$ cat config.mk
export PLATFORM = sky130hd
export DESIGN_NAME = serial_rate_gen
export DESIGN_NICKNAME = d
export VERILOG_FILES = /design/src/rtl/srg_pkg.sv /design/src/rtl/srg_ctrl.sv /design/src/rtl/srg_datapath.sv /design/src/rtl/serial_rate_gen.sv
export SDC_FILE = /design/constraint.sdc
export NUM_CORES = 1
export LEC_CHECK = 0
export CORE_AREA = 2 2 55 83
export CTS_BUF_LIST = sky130_fd_sc_hd__clkbuf_4
export DETAILED_ROUTE_END_ITERATION = 12
export DIE_AREA = 0 0 57 85
export GPL_TIMING_DRIVEN = 0
export PLACE_DENSITY = 0.87
export SETUP_SLACK_MARGIN = 0.1
export SYNTH_ARGS = -nofsm -noshare
export SYNTH_HDL_FRONTEND = slang
export SYNTH_SLANG_ARGS = --single-unit
export TNS_END_PERCENT = 20
$ cat constraint.sdc
create_clock -name clk -period 2.2 [get_ports clk]
set_input_delay 0.22 -clock clk [delete_from_list [all_inputs] [get_ports clk]]
set_output_delay 0.22 -clock clk [all_outputs]
set_load 0.005 [all_outputs]
$ cat src/rtl/srg_pkg.sv
package srg_pkg;
  localparam int SAMP_W = 5;

  typedef struct packed {
    logic clear;
    logic sampleTick;
    logic midTick;
  } gen_ctl_t;

  function automatic logic [SAMP_W-1:0] ratioLast(input logic [1:0] code);
    case (code)
      2'd0:    return SAMP_W'(0);
      2'd1:    return SAMP_W'(7);
      2'd2:    return SAMP_W'(15);
      default: return SAMP_W'(31);
    endcase
  endfunction
endpackage

$ cat src/rtl/srg_ctrl.sv
module srg_ctrl
  import srg_pkg::*;
#(
  parameter int DIV_W = 12
) (
  input  logic             clk,
  input  logic             rstN,
  input  logic             genEnable,
  input  logic             srcSelect,
  input  logic             extTick,
  input  logic [DIV_W-1:0] divN,
  input  logic [1:0]       txRatio,
  input  logic [1:0]       rxRatio,
  output gen_ctl_t         ctl
);
  localparam int CFG_W = DIV_W + 5;

  logic [CFG_W-1:0] cfgNow;
  logic [CFG_W-1:0] cfgQ;
  logic [DIV_W-1:0] divCnt;
  logic             cfgChange;
  logic             srcTick;
  logic             clearNow;

  assign cfgNow    = {srcSelect, txRatio, rxRatio, divN};
  assign cfgChange = (cfgNow != cfgQ);
  assign srcTick   = srcSelect ? extTick : 1'b1;
  assign clearNow  = !genEnable || cfgChange;

  always_ff @(posedge clk) begin
    if (!rstN) cfgQ <= '0;
    else       cfgQ <= cfgNow;
  end

  always_ff @(posedge clk) begin
    if (!rstN || clearNow) divCnt <= '0;
    else if (srcTick)      divCnt <= (divCnt == divN) ? '0 : divCnt + 1'b1;
  end

  always_comb begin
    ctl.clear      = clearNow;
    ctl.sampleTick = !clearNow && srcTick && (divCnt == divN);
    ctl.midTick    = !clearNow && srcTick && (divCnt == (divN >> 1));
  end
endmodule

$ cat src/rtl/srg_datapath.sv
module srg_datapath
  import srg_pkg::*;
(
  input  logic     clk,
  input  logic     rstN,
  input  gen_ctl_t ctl,
  input  logic [1:0] txRatio,
  input  logic [1:0] rxRatio,
  input  logic     txExtDrive,
  output logic     txSampleStb,
  output logic     txBitStb,
  output logic     rxSampleStb,
  output logic     rxBitStb,
  output logic     txClkOut
);
  localparam int NDIR = 2;

  logic [1:0] ratioSel  [NDIR];
  logic       bitTick   [NDIR];
  logic       sampleStbQ[NDIR];
  logic       bitStbQ   [NDIR];
  logic       clkOutQ;

  assign ratioSel[0] = txRatio;
  assign ratioSel[1] = rxRatio;

  for (genvar d = 0; d < NDIR; d++) begin : g_dir
    logic [SAMP_W-1:0] sampCnt;
    logic [SAMP_W-1:0] lastIdx;

    assign lastIdx    = ratioLast(ratioSel[d]);
    assign bitTick[d] = ctl.sampleTick && (sampCnt == lastIdx);

    always_ff @(posedge clk) begin
      if (!rstN || ctl.clear) sampCnt <= '0;
      else if (ctl.sampleTick) sampCnt <= (sampCnt == lastIdx) ? '0 : sampCnt + 1'b1;
    end

    always_ff @(posedge clk) begin
      if (!rstN) begin
        sampleStbQ[d] <= 1'b0;
        bitStbQ[d]    <= 1'b0;
      end else begin
        sampleStbQ[d] <= ctl.sampleTick;
        bitStbQ[d]    <= bitTick[d];
      end
    end
  end

  always_ff @(posedge clk) begin
    if (!rstN || ctl.clear || !txExtDrive) clkOutQ <= 1'b0;
    else if (bitTick[0])                  clkOutQ <= 1'b1;
    else if (ctl.midTick)                 clkOutQ <= 1'b0;
  end

  assign txSampleStb = sampleStbQ[0];
  assign txBitStb    = bitStbQ[0];
  assign rxSampleStb = sampleStbQ[1];
  assign rxBitStb    = bitStbQ[1];
  assign txClkOut    = clkOutQ;
endmodule

$ cat src/rtl/serial_rate_gen.sv
module serial_rate_gen
  import srg_pkg::*;
#(
  parameter int DIV_W = 12
) (
  input  logic             clk,
  input  logic             rstN,
  input  logic             genEnable,
  input  logic             srcSelect,
  input  logic             extTick,
  input  logic [DIV_W-1:0] divN,
  input  logic [1:0]       txRatio,
  input  logic [1:0]       rxRatio,
  input  logic             txExtDrive,
  output logic             txSampleStb,
  output logic             txBitStb,
  output logic             rxSampleStb,
  output logic             rxBitStb,
  output logic             txClkOut
);
  gen_ctl_t ctl;

  srg_ctrl #(.DIV_W(DIV_W)) u_ctrl (
    .clk(clk), .rstN(rstN), .genEnable(genEnable), .srcSelect(srcSelect),
    .extTick(extTick), .divN(divN), .txRatio(txRatio), .rxRatio(rxRatio),
    .ctl(ctl)
  );

  srg_datapath u_dp (
    .clk(clk), .rstN(rstN), .ctl(ctl), .txRatio(txRatio), .rxRatio(rxRatio),
    .txExtDrive(txExtDrive), .txSampleStb(txSampleStb), .txBitStb(txBitStb),
    .rxSampleStb(rxSampleStb), .rxBitStb(rxBitStb), .txClkOut(txClkOut)
  );
endmodule

* After elaboration in Yosys (flattened, before gate mapping)
Memory sizes are Yosys's and may differ from the RTL's. Index checks and enable logic that the tools add are counted.
Operators by class: muxes and demuxes 14, add/subtract/negate cells 3, multipliers 0, magnitude comparators 0, reduce and logical (&&, ||, !) cells 15, equality and inequality tests 9, shifts and indexed selects 0, bitwise logic cells 4, div/mod/pow operators 0
Operators with widths (number):
- $pmux 5 s3 | 2
- $ne 17x17->1 | 1
- $add 12x1->12 const B | 1
- $eq 12x11->1 | 1
- $eq 12x12->1 | 1
- $mux 12 | 1
- $add 5x1->5 const B | 2
- $eq 5x5->1 | 2
- $mux 5 | 2
- $mux 1 | 9
- $logic_and 1x1->1 | 5
- $eq 2x1->1 const B | 2
- $eq 2x2->1 const B | 2
- $logic_not 1->1 | 4
- $logic_not 2->1 | 2
- $or 1x1->1 | 4
- $logic_or 1x1->1 | 3
- $reduce_bool 2->1 | 1
Storage, ports and cells: memories kept 2, ROM bits 0, latch bits 0, memory bits (writable) 4, flip-flop bits (word level) 40
Memories:
- u_dp.bitStbQ | words 2, width 1, rd ports 2, clocked after Yosys merged registers in 0, wr ports 2, line srg_datapath.sv:21 | logic bitStbQ [NDIR];
- u_dp.sampleStbQ | words 2, width 1, rd ports 2, clocked after Yosys merged registers in 0, wr ports 2, line srg_datapath.sv:20 | logic sampleStbQ[NDIR];

* Longest topological paths before layout
depth after elaboration 7, depth in mapped cells 8, mapped depth without buffers 5

* Cells and area by module
Synthesis repeated with hierarchy kept, for this count alone.
Unflattened totals: cell total of the unflattened synthesis 237, area total of the unflattened synthesis 2290.9 um^2
Modules (own cells, without submodules):
- srg_ctrl | cells an instance 163, instances 1, sequential area each 580.6 um^2, area each 1560.2 um^2
- srg_datapath | cells an instance 74, instances 1, sequential area each 300.3 um^2, area each 730.7 um^2

* Least setup slack after synthesis
OpenSTA, ideal clock, no wires.
path kind reg-to-reg, start point register u_ctrl.divCnt[3], end point register u_dp.g_dir[1].sampCnt[3], cell stages (with the launch flop) 7, setup slack 332 ps, data arrival time 1797 ps, buffers on the path 1, cells stage by stage dfxtp_1 buf_6 xor2_1 nor4_2 nand4_2 or4_1 a21oi_1
Between the ends: longest elaborated chain between the ends 2
Ends and longest elaborated chain:
- start: declaration | line srg_ctrl.sv:20 | logic [DIV_W-1:0] divCnt;
- start signal: assignment | line srg_ctrl.sv:37 | else if (srcTick) divCnt <= (divCnt == divN) ? '0 : divCnt + 1'b1;
- $eq 12x12->1 | line srg_ctrl.sv:42 | ctl.sampleTick = !clearNow && srcTick && (divCnt == divN);
- $logic_and 1x1->1 | line srg_ctrl.sv:42
- end signal: assignment | line srg_datapath.sv:36 | else if (ctl.sampleTick) sampCnt <= (sampCnt == lastIdx) ? '0 : sampCnt + 1'b1;
- end: declaration | line srg_datapath.sv:28 | logic [SAMP_W-1:0] sampCnt;
No other way between the ends. A chain may end at the register's enable or synchronous reset.

* Final worst setup path
start point register u_ctrl.divCnt[7], end point register u_dp.g_dir[1].sampCnt[3]
Same word-level chain as after synthesis.

==> impl_metrics.json <==
{
  "cts_sinks": 44,
  "crit_chain": "buf_4 -> xor2_2 -> nor4_4 -> buf_4 -> nand4_4 -> or4_4 -> a21oi_1",
  "p_seq_share_pct": 60.5,
  "wl_met2_mm": 2.617,
  "layout-drive-gt1-share_pct": 9.712,
  "ctsHoldBuffers": 0,
  "p_leak_nw": 0.9299,
  "clk_pin_slew_worst_paths_ps": 120,
  "num_rows": 29,
  "tightest_slew_ps": 490.6,
  "crit_fanout": 7,
  "avgSynthCellArea_um2": 9.196,
  "holdWs_ps": 402.1,
  "io_buffers": 26,
  "clockBufferDepth": 2,
  "status": "completed",
  "cts_buffers": 5,
  "synth_edf_count": 0,
  "ant_nets": 0,
  "finalInstanceArea_um2": 2661,
  "ys_types": 36,
  "wl_per_cell_um": 15.42,
  "max-vdd-ir-drop_v": 0.0004277,
  "syn_inst": 240,
  "syn_nets": 265,
  "relSlewSlack_pct": 66.87,
  "crit_cells": 7,
  "place_hpwl_mm": 3.602,
  "fin_crit_ps": 2016,
  "cts_root_buf": "clkbuf_4",
  "dr_wl_met3_um": 236,
  "top_layer": "met4",
  "fin_crit_sh_pct": 91.62,
  "p_int_mw": 1.025,
  "initial_core_util_pct": 53.36,
  "antenna_found_initial": 0,
  "cp_slowest_cell": "or4_4",
  "cp-start-kind": "register",
  "path_delay_family": "simple AND/OR/NAND/NOR gates",
  "instances_no_fill": 324,
  "vias": 1899,
  "yosysSeqAreaShare_pct": 39.91,
  "power_density_nw_per_um2": 509.6,
  "r2r.worst_path.cells": 7,
  "cts_tree": "yes",
  "coreArea_um2": 4136,
  "hp-class": "primary input to register",
  "share_comb_of_total_power_pct": 11.4,
  "synth_flop_cell": "dfxtp_1",
  "grt_pass1_wl_mm": 8.259,
  "finalHoldViolations": 0,
  "syn_to_final_growth_pct": 20.58,
  "totalWireLength_mm": 4.995,
  "p_switching_mw": 0.3311,
  "cp_common_cell": "buf_4",
  "die_w_um": 57,
  "total_power_mw": 1.356,
  "final_core_util_pct": 64.34,
  "critPathKind": "register to register",
  "synth.ff_latch_count": 44,
  "htreeDepth": 2,
  "maxCapViolations": 0,
  "io_pins": 27,
  "rsz0062_at_grt": "true",
  "grt_start_max_net_pins": 13,
  "pwr-share-clk_pct": 28.1,
  "max_freq_mhz": 496.1,
  "required_ps": 2490,
  "gp_congestion": 0.8599,
  "drv_slew": 0,
  "wl_met1_mm": 1.998,
  "filler_cell_count": 366,
  "viasPerCell": 5.861,
  "cp_num_buf_inv": 2,
  "max_stage_delay_ps": 510,
  "first_pass_iters": 4,
  "dp_cells": 312,
  "holdPathStages": 3,
  "drt_iter0_drc": 55,
  "setup_viol": 0,
  "die_h_um": 85,
  "endpoint_kind": "register",
  "grt_use_total_pct": 21.87,
  "post_dp_cell_area_um2": 2525,
  "p_sw_share_pct": 24.41,
  "yosysWarningCount": 0,
  "die_area_um2": 4845,
  "grt_overflow": 0,
  "synth-async-reset-ratio_pct": 0,
  "clock_latency_ps": 360,
  "nets": 303,
  "drc": 0,
  "syn-cell-area_um2": 2207,
  "grt_pass1_vias": 1786,
  "worstPathArrival_ps": 2310,
  "fin_skew_ps": 5.896,
  "antenna_cells": 0
}
## power groups by stage
| stage | combinational (mW) | sequential, mW | clock (mW) |
|---|---|---|---|
| floorplan | 0.0751 | 0.837 | 0 |
| global placement | 0.143 | 0.837 | 0 |
| detailed placement | 0.147 | 0.838 | 0 |
| CTS | 0.151 | 0.820 | 0.393 |
| global route | 0.167 | 0.822 | 0.420 |
| finish | 0.155 | 0.820 | 0.381 |
## cell families (layout without fill, tap and decap cells)
kind of cell	Yosys count	count (layout)	share of synthesized area (%)
buffers and inverters	14	52	3.231
AND/OR/NAND/NOR	96	96	25.74
XOR/XNOR	51	51	20.24
adder cells (fa/ha/maj)	3	3	1.701
flip-flops	44	44	39.91
AO/OA/AOI/OAI	32	32	9.183
## metrics by stage
step                TNS [ps]  setup slack [ps]
detailed placement     -4753            -320.8
global route               0             60.89
finish                     0             184.3
global placement       -3221            -264.4
floorplan                  0             332.4
CTS                        0             116.8
## final timing paths
check | end | slack [ps] | startpoint
worst max-delay path | u_dp.g_dir[1].sampCnt[3]$_SDFFE_PP0P_ | 180 | u_ctrl.divCnt[7]$_SDFFE_PP0N_
worst min-delay path | u_dp.txClkOut$_SDFFE_PP0P_ | 400 | txExtDrive
worst max register to register | u_dp.g_dir[1].sampCnt[3]$_SDFFE_PP0P_ | 180 | u_ctrl.divCnt[7]$_SDFFE_PP0N_
worst min register to register | u_dp.g_dir[1].sampCnt[1]$_SDFFE_PP0P_ | 520 | u_dp.g_dir[1].sampCnt[1]$_SDFFE_PP0P_
## final cells by class
class,instances,area [µm²],area share [%]
sequential,44,882.1,33.15
timing repair buffer,31,297.8,11.19
buffer,11,70.07,2.633
clock buffer,6,45.04,1.693
clock inverter,1,5.005,0.1881
multi-input combinational,182,1292,48.57
tap,46,57.56,2.163
inverter,3,11.26,0.4231
## cells in the mapped netlist (4+ instances only)
cell type / n / share of area (%)
nor2_1: 5 / 0.85
xor2_1: 21 / 8.3
clkbuf_1: 6 / 1.0
and2_1: 17 / 4.8
nand3_1: 12 / 2.7
xnor2_1: 30 / 12
nand2_1: 13 / 2.2
o21ai_1: 4 / 0.91
nand4_1: 10 / 2.8
and3_1: 5 / 1.4
dfxtp_1: 44 / 40
a21oi_1: 14 / 3.2
nor3_1: 14 / 3.2
## registers in the layout (all words and copies together), names as in the netlist
signal,cells
u_dp.bitStbQ,2
u_dp.g_dir.sampCnt,10
u_ctrl.cfgQ,17
u_dp.txClkOut,1
u_ctrl.divCnt,12
u_dp.sampleStbQ,2
## worst reg2reg max path: cells and delay by family (launching register included)
family                    cells  cell delay, ps
DFF                           1             320
xor gates and xnor gates      1             190
AOI/OAI and AO/OA             1             130
and+or+nand+nor               3             980
buffers and inverters         2             340
## cells in the final DEF, fill, tap and decap left out, types with 2 or more instances in the layout
cell	instances
a211oi_1	2
a21boi_0	2
a21oi_1	14
a32o_1	2
and2_1	17
and3_1	5
and4_1	2
buf_4	8
buf_6	2
clkbuf_1	4
clkbuf_4	6
clkdlybuf4s50_1	26
dfxtp_1	43
ha_1	3
inv_1	3
nand2_1	13
nand2b_1	2
nand3_1	12
nand3b_1	2
nand4_1	10
nand4b_1	3
nor2_1	5
nor3_1	14
nor4_1	3
nor4_4	2
o21ai_0	3
o21ai_1	4
xnor2_1	30
xor2_1	20
## timing repair
| action | CTS | global route |
|---|---|---|
| setup buffers | 1 | 4 |
| setup endpoints to repair | 5 | 7 |
| pin swaps | 1 | 5 |
| gates resized for setup | 3 | 12 |
| endpoints found under the hold margin | 0 | 0 |
## layer usage
layer,global-route usage [%],vias up
met4,8.879,0
met1,24.09,908
met2,39.71,59
li1,-,917
met5,0,-
met3,4.726,15
No activity file was read; power rests on OpenSTA's default activity.
